[config.mk]
export PLATFORM = sky130hd
export DESIGN_NAME = dsw_switch_top
export DESIGN_NICKNAME = d
export VERILOG_FILES = /design/src/rtl/dsw_pkg.sv /design/src/rtl/dsw_cfg_chain.sv /design/src/rtl/dsw_track_sel.sv /design/src/rtl/dsw_side_drv.sv /design/src/rtl/dsw_switch_top.sv
export SDC_FILE = /design/constraint.sdc
export NUM_CORES = 1
export LEC_CHECK = 0
export BUFFER_PORTS_ARGS = -buffer_cell sky130_fd_sc_hd__buf_2
export CAP_MARGIN = 20
export CORE_MARGIN = 2
export CORE_UTILIZATION = 56
export DETAILED_ROUTE_END_ITERATION = 6
export PLACE_DENSITY = 0.76
export SYNTH_ARGS = -nofsm -noshare
export SYNTH_HDL_FRONTEND = slang
export SYNTH_HIERARCHICAL = 1
export SYNTH_SLANG_ARGS = --single-unit
[constraint.sdc]
create_clock -name clk -period 1.5 [get_ports clk]
set_clock_uncertainty 0.15 [all_clocks]
set_input_delay 0.075 -clock clk [delete_from_list [all_inputs] [get_ports clk]]
set_output_delay 0.075 -clock clk [all_outputs]
set_load 0.005 [all_outputs]
[src/rtl/dsw_pkg.sv]
package dsw_pkg;

  typedef enum logic [1:0] {
    SIDE_N = 2'd0,
    SIDE_E = 2'd1,
    SIDE_S = 2'd2,
    SIDE_W = 2'd3
  } side_e;

  localparam int unsigned NUM_SIDES = 4;
  localparam int unsigned SEL_W     = 2;

  // Side reached by stepping clockwise from side s.
  function automatic int unsigned cw_side(input int unsigned s, input int unsigned step);
    return (s + step) % NUM_SIDES;
  endfunction

endpackage

[src/rtl/dsw_cfg_chain.sv]
module dsw_cfg_chain #(
  parameter int unsigned NBITS = 80
) (
  input  logic             clk,
  input  logic             rst_n,
  input  logic             en,
  input  logic             din,
  output logic             dout,
  output logic [NBITS-1:0] active
);

  logic [NBITS-1:0] shadow;
  logic             en_q;
  logic             commit;

  assign commit = en_q && !en;
  assign dout   = shadow[NBITS-1];

  always_ff @(posedge clk or negedge rst_n) begin
    if (!rst_n) begin
      shadow <= '0;
      active <= '0;
      en_q   <= 1'b0;
    end else begin
      en_q <= en;
      if (en) shadow <= {shadow[NBITS-2:0], din};
      if (commit) active <= shadow;
    end
  end


  shadow_idle_hold_chk: assert property (@(posedge clk) disable iff (!rst_n)
    !en |=> $stable(shadow));


  active_hold_chk: assert property (@(posedge clk) disable iff (!rst_n)
    !commit |=> $stable(active));


  active_copy_chk: assert property (@(posedge clk) disable iff (!rst_n)
    commit |=> (active == $past(shadow)));


  scan_step_chk: assert property (@(posedge clk) disable iff (!rst_n)
    en |=> (dout == $past(shadow[NBITS-2])));

endmodule

[src/rtl/dsw_track_sel.sv]
module dsw_track_sel
  import dsw_pkg::*;
(
  input  logic [SEL_W-1:0] sel,
  input  logic [2:0]       cand,   // cand[k] comes from the side k+1 steps clockwise
  output logic             out,
  output logic             oe
);

  always_comb begin
    unique case (sel)
      2'd1:    out = cand[0];
      2'd2:    out = cand[1];
      2'd3:    out = cand[2];
      default: out = 1'b0;
    endcase
    oe = (sel != '0);
  end

endmodule

[src/rtl/dsw_side_drv.sv]
module dsw_side_drv
  import dsw_pkg::*;
#(
  parameter int unsigned WIDTH = 10
) (
  input  logic [SEL_W*WIDTH-1:0] sel_vec,
  input  logic [WIDTH-1:0]       cw1,
  input  logic [WIDTH-1:0]       cw2,
  input  logic [WIDTH-1:0]       cw3,
  output logic [WIDTH-1:0]       out,
  output logic [WIDTH-1:0]       oe
);

  for (genvar i = 0; i < WIDTH; i++) begin : g_track
    dsw_track_sel u_sel (
      .sel  (sel_vec[i*SEL_W +: SEL_W]),
      .cand ({cw3[i], cw2[i], cw1[i]}),
      .out  (out[i]),
      .oe   (oe[i])
    );
  end

endmodule

[src/rtl/dsw_switch_top.sv]
module dsw_switch_top
  import dsw_pkg::*;
#(
  parameter int unsigned WIDTH = 10
) (
  input  logic             clk,
  input  logic             rst_n,
  input  logic             cfg_en,
  input  logic             cfg_din,
  output logic             cfg_dout,
  input  logic [WIDTH-1:0] n_in,
  output logic [WIDTH-1:0] n_out,
  output logic [WIDTH-1:0] n_oe,
  input  logic [WIDTH-1:0] e_in,
  output logic [WIDTH-1:0] e_out,
  output logic [WIDTH-1:0] e_oe,
  input  logic [WIDTH-1:0] s_in,
  output logic [WIDTH-1:0] s_out,
  output logic [WIDTH-1:0] s_oe,
  input  logic [WIDTH-1:0] w_in,
  output logic [WIDTH-1:0] w_out,
  output logic [WIDTH-1:0] w_oe
);

  localparam int unsigned SIDE_BITS = SEL_W * WIDTH;
  localparam int unsigned CFG_BITS  = NUM_SIDES * SIDE_BITS;

  logic [CFG_BITS-1:0]                active_cfg;
  logic [NUM_SIDES-1:0][WIDTH-1:0]    in_bus;
  logic [NUM_SIDES-1:0][WIDTH-1:0]    out_bus;
  logic [NUM_SIDES-1:0][WIDTH-1:0]    oe_bus;

  assign in_bus[SIDE_N] = n_in;
  assign in_bus[SIDE_E] = e_in;
  assign in_bus[SIDE_S] = s_in;
  assign in_bus[SIDE_W] = w_in;

  assign n_out = out_bus[SIDE_N];
  assign e_out = out_bus[SIDE_E];
  assign s_out = out_bus[SIDE_S];
  assign w_out = out_bus[SIDE_W];
  assign n_oe  = oe_bus[SIDE_N];
  assign e_oe  = oe_bus[SIDE_E];
  assign s_oe  = oe_bus[SIDE_S];
  assign w_oe  = oe_bus[SIDE_W];

  dsw_cfg_chain #(.NBITS(CFG_BITS)) u_chain (
    .clk    (clk),
    .rst_n  (rst_n),
    .en     (cfg_en),
    .din    (cfg_din),
    .dout   (cfg_dout),
    .active (active_cfg)
  );

  for (genvar s = 0; s < NUM_SIDES; s++) begin : g_side
    dsw_side_drv #(.WIDTH(WIDTH)) u_drv (
      .sel_vec (active_cfg[s*SIDE_BITS +: SIDE_BITS]),
      .cw1     (in_bus[(s+1) % NUM_SIDES]),
      .cw2     (in_bus[(s+2) % NUM_SIDES]),
      .cw3     (in_bus[(s+3) % NUM_SIDES]),
      .out     (out_bus[s]),
      .oe      (oe_bus[s])
    );

    for (genvar i = 0; i < WIDTH; i++) begin : g_trk

      track_isolated_chk: assert property (@(posedge clk) disable iff (!rst_n)
        ($stable(in_bus[(s+1) % NUM_SIDES][i]) && $stable(in_bus[(s+2) % NUM_SIDES][i]) &&
         $stable(in_bus[(s+3) % NUM_SIDES][i]) &&
         $stable(active_cfg[s*SIDE_BITS + i*SEL_W +: SEL_W]))
        |-> $stable(out_bus[s][i]));
    end
  end


  oe_follows_cfg_chk: assert property (@(posedge clk) disable iff (!rst_n)
    $stable(active_cfg) |-> $stable(oe_bus));

endmodule

==> impl_metrics.json <==
{
  "path_delay_family": "flip-flops",
  "finalInstanceArea_sq_um": 9455,
  "timing.critical_path.cells": "mux2i_1, mux2i_1, buf_2",
  "crit_path_end_kind": "output port",
  "timing.final.ws_setup_ns": -0.02331,
  "drt_drc_violations_left": 0,
  "setup.worst_path.class": "reg2out",
  "critPathCapture": "e_out[4]",
  "vias": 4597,
  "rsz0062_at_grt": "yes",
  "vdd_ir_drop_max_mv": 0.7159,
  "clockBufferDepth": 2,
  "tightestPinTransition_ns": 0.4406,
  "cp.buffers_inverters": 1,
  "fp.dieArea_sq_um": 14320,
  "power.density_cell_area_nw_per_um2": 1316,
  "outcome": "finished with violations",
  "post_synthesis_sequential_area_ratio": 0.5377,
  "hold_path_class": "in2async",
  "synth.top_cells.by_area": "sky130_fd_sc_hd__dfrtp_1, sky130_fd_sc_hd__mux2_4, sky130_fd_sc_hd__mux2_2",
  "detailedPlacementHpwl_microns": 9625,
  "synth_cells": 500,
  "critical_path.startpoint_type": "flop",
  "buffer_ports.inserted": 124,
  "hold-worst-slack_ns": -0.001012,
  "drt_first_pass_iters": 4,
  "worstReg2RegEnd": "u_chain/active[43]",
  "layout_commonest_cell": "sky130_fd_sc_hd__dfrtp_1",
  "synth-warning-count": 6,
  "synth.ff_latch_count": 161,
  "placement_rows": 42,
  "crit_fanout": 4,
  "post_place_instance_area_sq_um": 8381,
  "first_global_vias": 4630,
  "grt_start_max_net_pins": 47,
  "cp_slowest_stage_delay_ns": 0.43,
  "period_needed_ns": 1.523,
  "cts-htree-levels": 4,
  "final-instance-count-excl-fill": 882,
  "number_of_antenna_violations_at_the_first_check_in_global_routing": 0,
  "synth_area_per_cell_sq_um": 14.98,
  "antenna_left": 0,
  "max-slew-margin-rel": 0.7063,
  "later_pin_clock_latency_in_the_skew_report_ns": 0.41,
  "violations": "hold timing, setup timing",
  "critical_path.reg2reg.startpoint": "u_chain/en_q",
  "detail_route.vias_per_cell": 5.212,
  "layout_worst_path_cycle_share": 1.016,
  "cellLeakagePower_uw": 0.004975,
  "clock.fmax_ghz": 0.6565,
  "grt.met2_usage": 0.3425,
  "dieWidth_microns": 119.7,
  "synth-adder-area-share": 0,
  "use_met1": 0.2680,
  "synth_compound_area_frac": 0,
  "drv_cap": 0,
  "place.detailed.instances": 795,
  "synth_top_area_share": 0.5377,
  "synth_top_family_by_area": "multiplexers",
  "area.growth.synth_to_final_pct": 26.20,
  "synthXorXnorAreaFrac": 0,
  "final_count_of_hold_timing_violations": 1,
  "netlist-cell-type-count": 9,
  "nNetsFinal": 738,
  "clock_slew_at_the_register_clock_pins_of_the_worst_setup_and_hold_paths_ns": 0.06,
  "synth_simple_gate_area_frac": 0.05528,
  "cts-root-buf": "sky130_fd_sc_hd__clkbuf_16",
  "cpMostUsedCell": "sky130_fd_sc_hd__mux2i_1",
  "top_usage_layer": "met2",
  "antenna-diode-count": 0,
  "timing.critical_path.arrival_ns": 1.30,
  "placer_congestion_estimate": 0.7488,
  "final_cell_mix": "sky130_fd_sc_hd__dfrtp_1, sky130_fd_sc_hd__buf_2, sky130_fd_sc_hd__mux2i_1, sky130_fd_sc_hd__mux2_2, sky130_fd_sc_hd__mux2_4",
  "timing.critical_path.required_ns": 1.27,
  "wl_microns": 14460,
  "core_area_sq_um": 13140,
  "finalSetupViolations": 3,
  "muxShareOfSynthArea": 0.3874,
  "cts-buffers-inserted": 17,
  "synth_nets": 544,
  "grt_first_pass_wirelength_microns": 23080,
  "io_pins": 125,
  "maxSlewViolCount": 0,
  "cts_tree": "built",
  "mappedNetlistArea_sq_um": 7492,
  "yosysTopAreaCell": "sky130_fd_sc_hd__dfrtp_1",
  "cp.depth": 3,
  "timing.reg2reg.worst_path_depth": 3,
  "grtUsageMet3": 0.04848,
  "reg2reg_setup_slack_ns": 0.08,
  "cts.sinks": 161,
  "layout-drive-gt1-share": 0.6020,
  "slowest_stage": "sky130_fd_sc_hd__dfrtp_1",
  "floorplan.initialDensity": 0.5703,
  "global_route.overflow_total": 0,
  "dr.first_iter.drc_count": 176,
  "gr-usage-all-layers": 0.2066,
  "avgRoutedWirePerCell_microns": 16.39,
  "cp-startpoint": "u_chain/active[28]",
  "die_height_microns": 119.7
}
[worst min-delay path by stage]
| stage | to | depth (start not counted) |
|---|---|---|
| floorplan | u_chain/active[0] | 0 |
| global placement | u_chain/active[77] | 1 |
| detailed placement | u_chain/active[16] | 1 |
| CTS | u_chain/active[16] | 2 |
| global route | u_chain/active[16] | 2 |
| finish | u_chain/active[16] | 2 |
[power by group]
group          leakage, uW  switching [uW]  internal [uW]  total, uW
Combinational      0.00256             840           1880       2720
Sequential         0.00214             686           5030       5720
Clock             0.000277            1580           2440       4010
[what timing repair did]
item	CTS	global route
setup endpoints to repair	25	71
hold endpoints to repair	163	0
resized for setup	9	33
buffers inserted	14	39
hold buffers	3	0
[synth_stat cells (all sizes together)]
| library cell | number |
|---|---|
| nand2 | 40 |
| nand2b | 1 |
| mux2 | 160 |
| buf | 18 |
| dfrtp | 161 |
| mux2i | 80 |
| or2 | 40 |
[registers in the layout, indices dropped and copies added, names as in the netlist]
name,count
u_chain/active,80
u_chain/en_q,1
u_chain/shadow,80
[cell type report]
cell class,instances,area (sq um)
fill,885,3682
clock buffer,25,495.5
multi-input combinational,321,3405
timing repair buffer,193,1242
tap,176,220.2
sequential,161,4038
clock inverter,6,55.05
[per-layer routing]
| layer | part of all wire | up-vias |
|---|---|---|
| li1 | - | 2148 |
| met1 | 0.45 | 2337 |
| met2 | 0.50 | 98 |
| met3 | 0.036 | 14 |
| met4 | 0.012 | 0 |
| met5 | 0 | - |
[metrics by stage]
stage | setup TNS [ns] | total power (uW) | utilization | setup slack [ns]
CTS | -0.2103 | 12210 | 0.6917 | -0.04296
global route | -1.918 | 13050 | 0.7197 | -0.09276
detailed placement | 0 | 8033 | 0.6379 | 0.1012
floorplan | 0 | 7091 | - | 0.1898
finish | -0.03301 | 12450 | 0.7197 | -0.02331
global placement | 0 | 7907 | 0.6379 | 0.1283
[logic make-up (layout without fill, tap and decap cells)]
family,after synthesis,in the layout
buf+inv,18,224
flops,161,161
mux,240,240
simple gates,81,81
No activity file was read; power rests on OpenSTA's default activity.
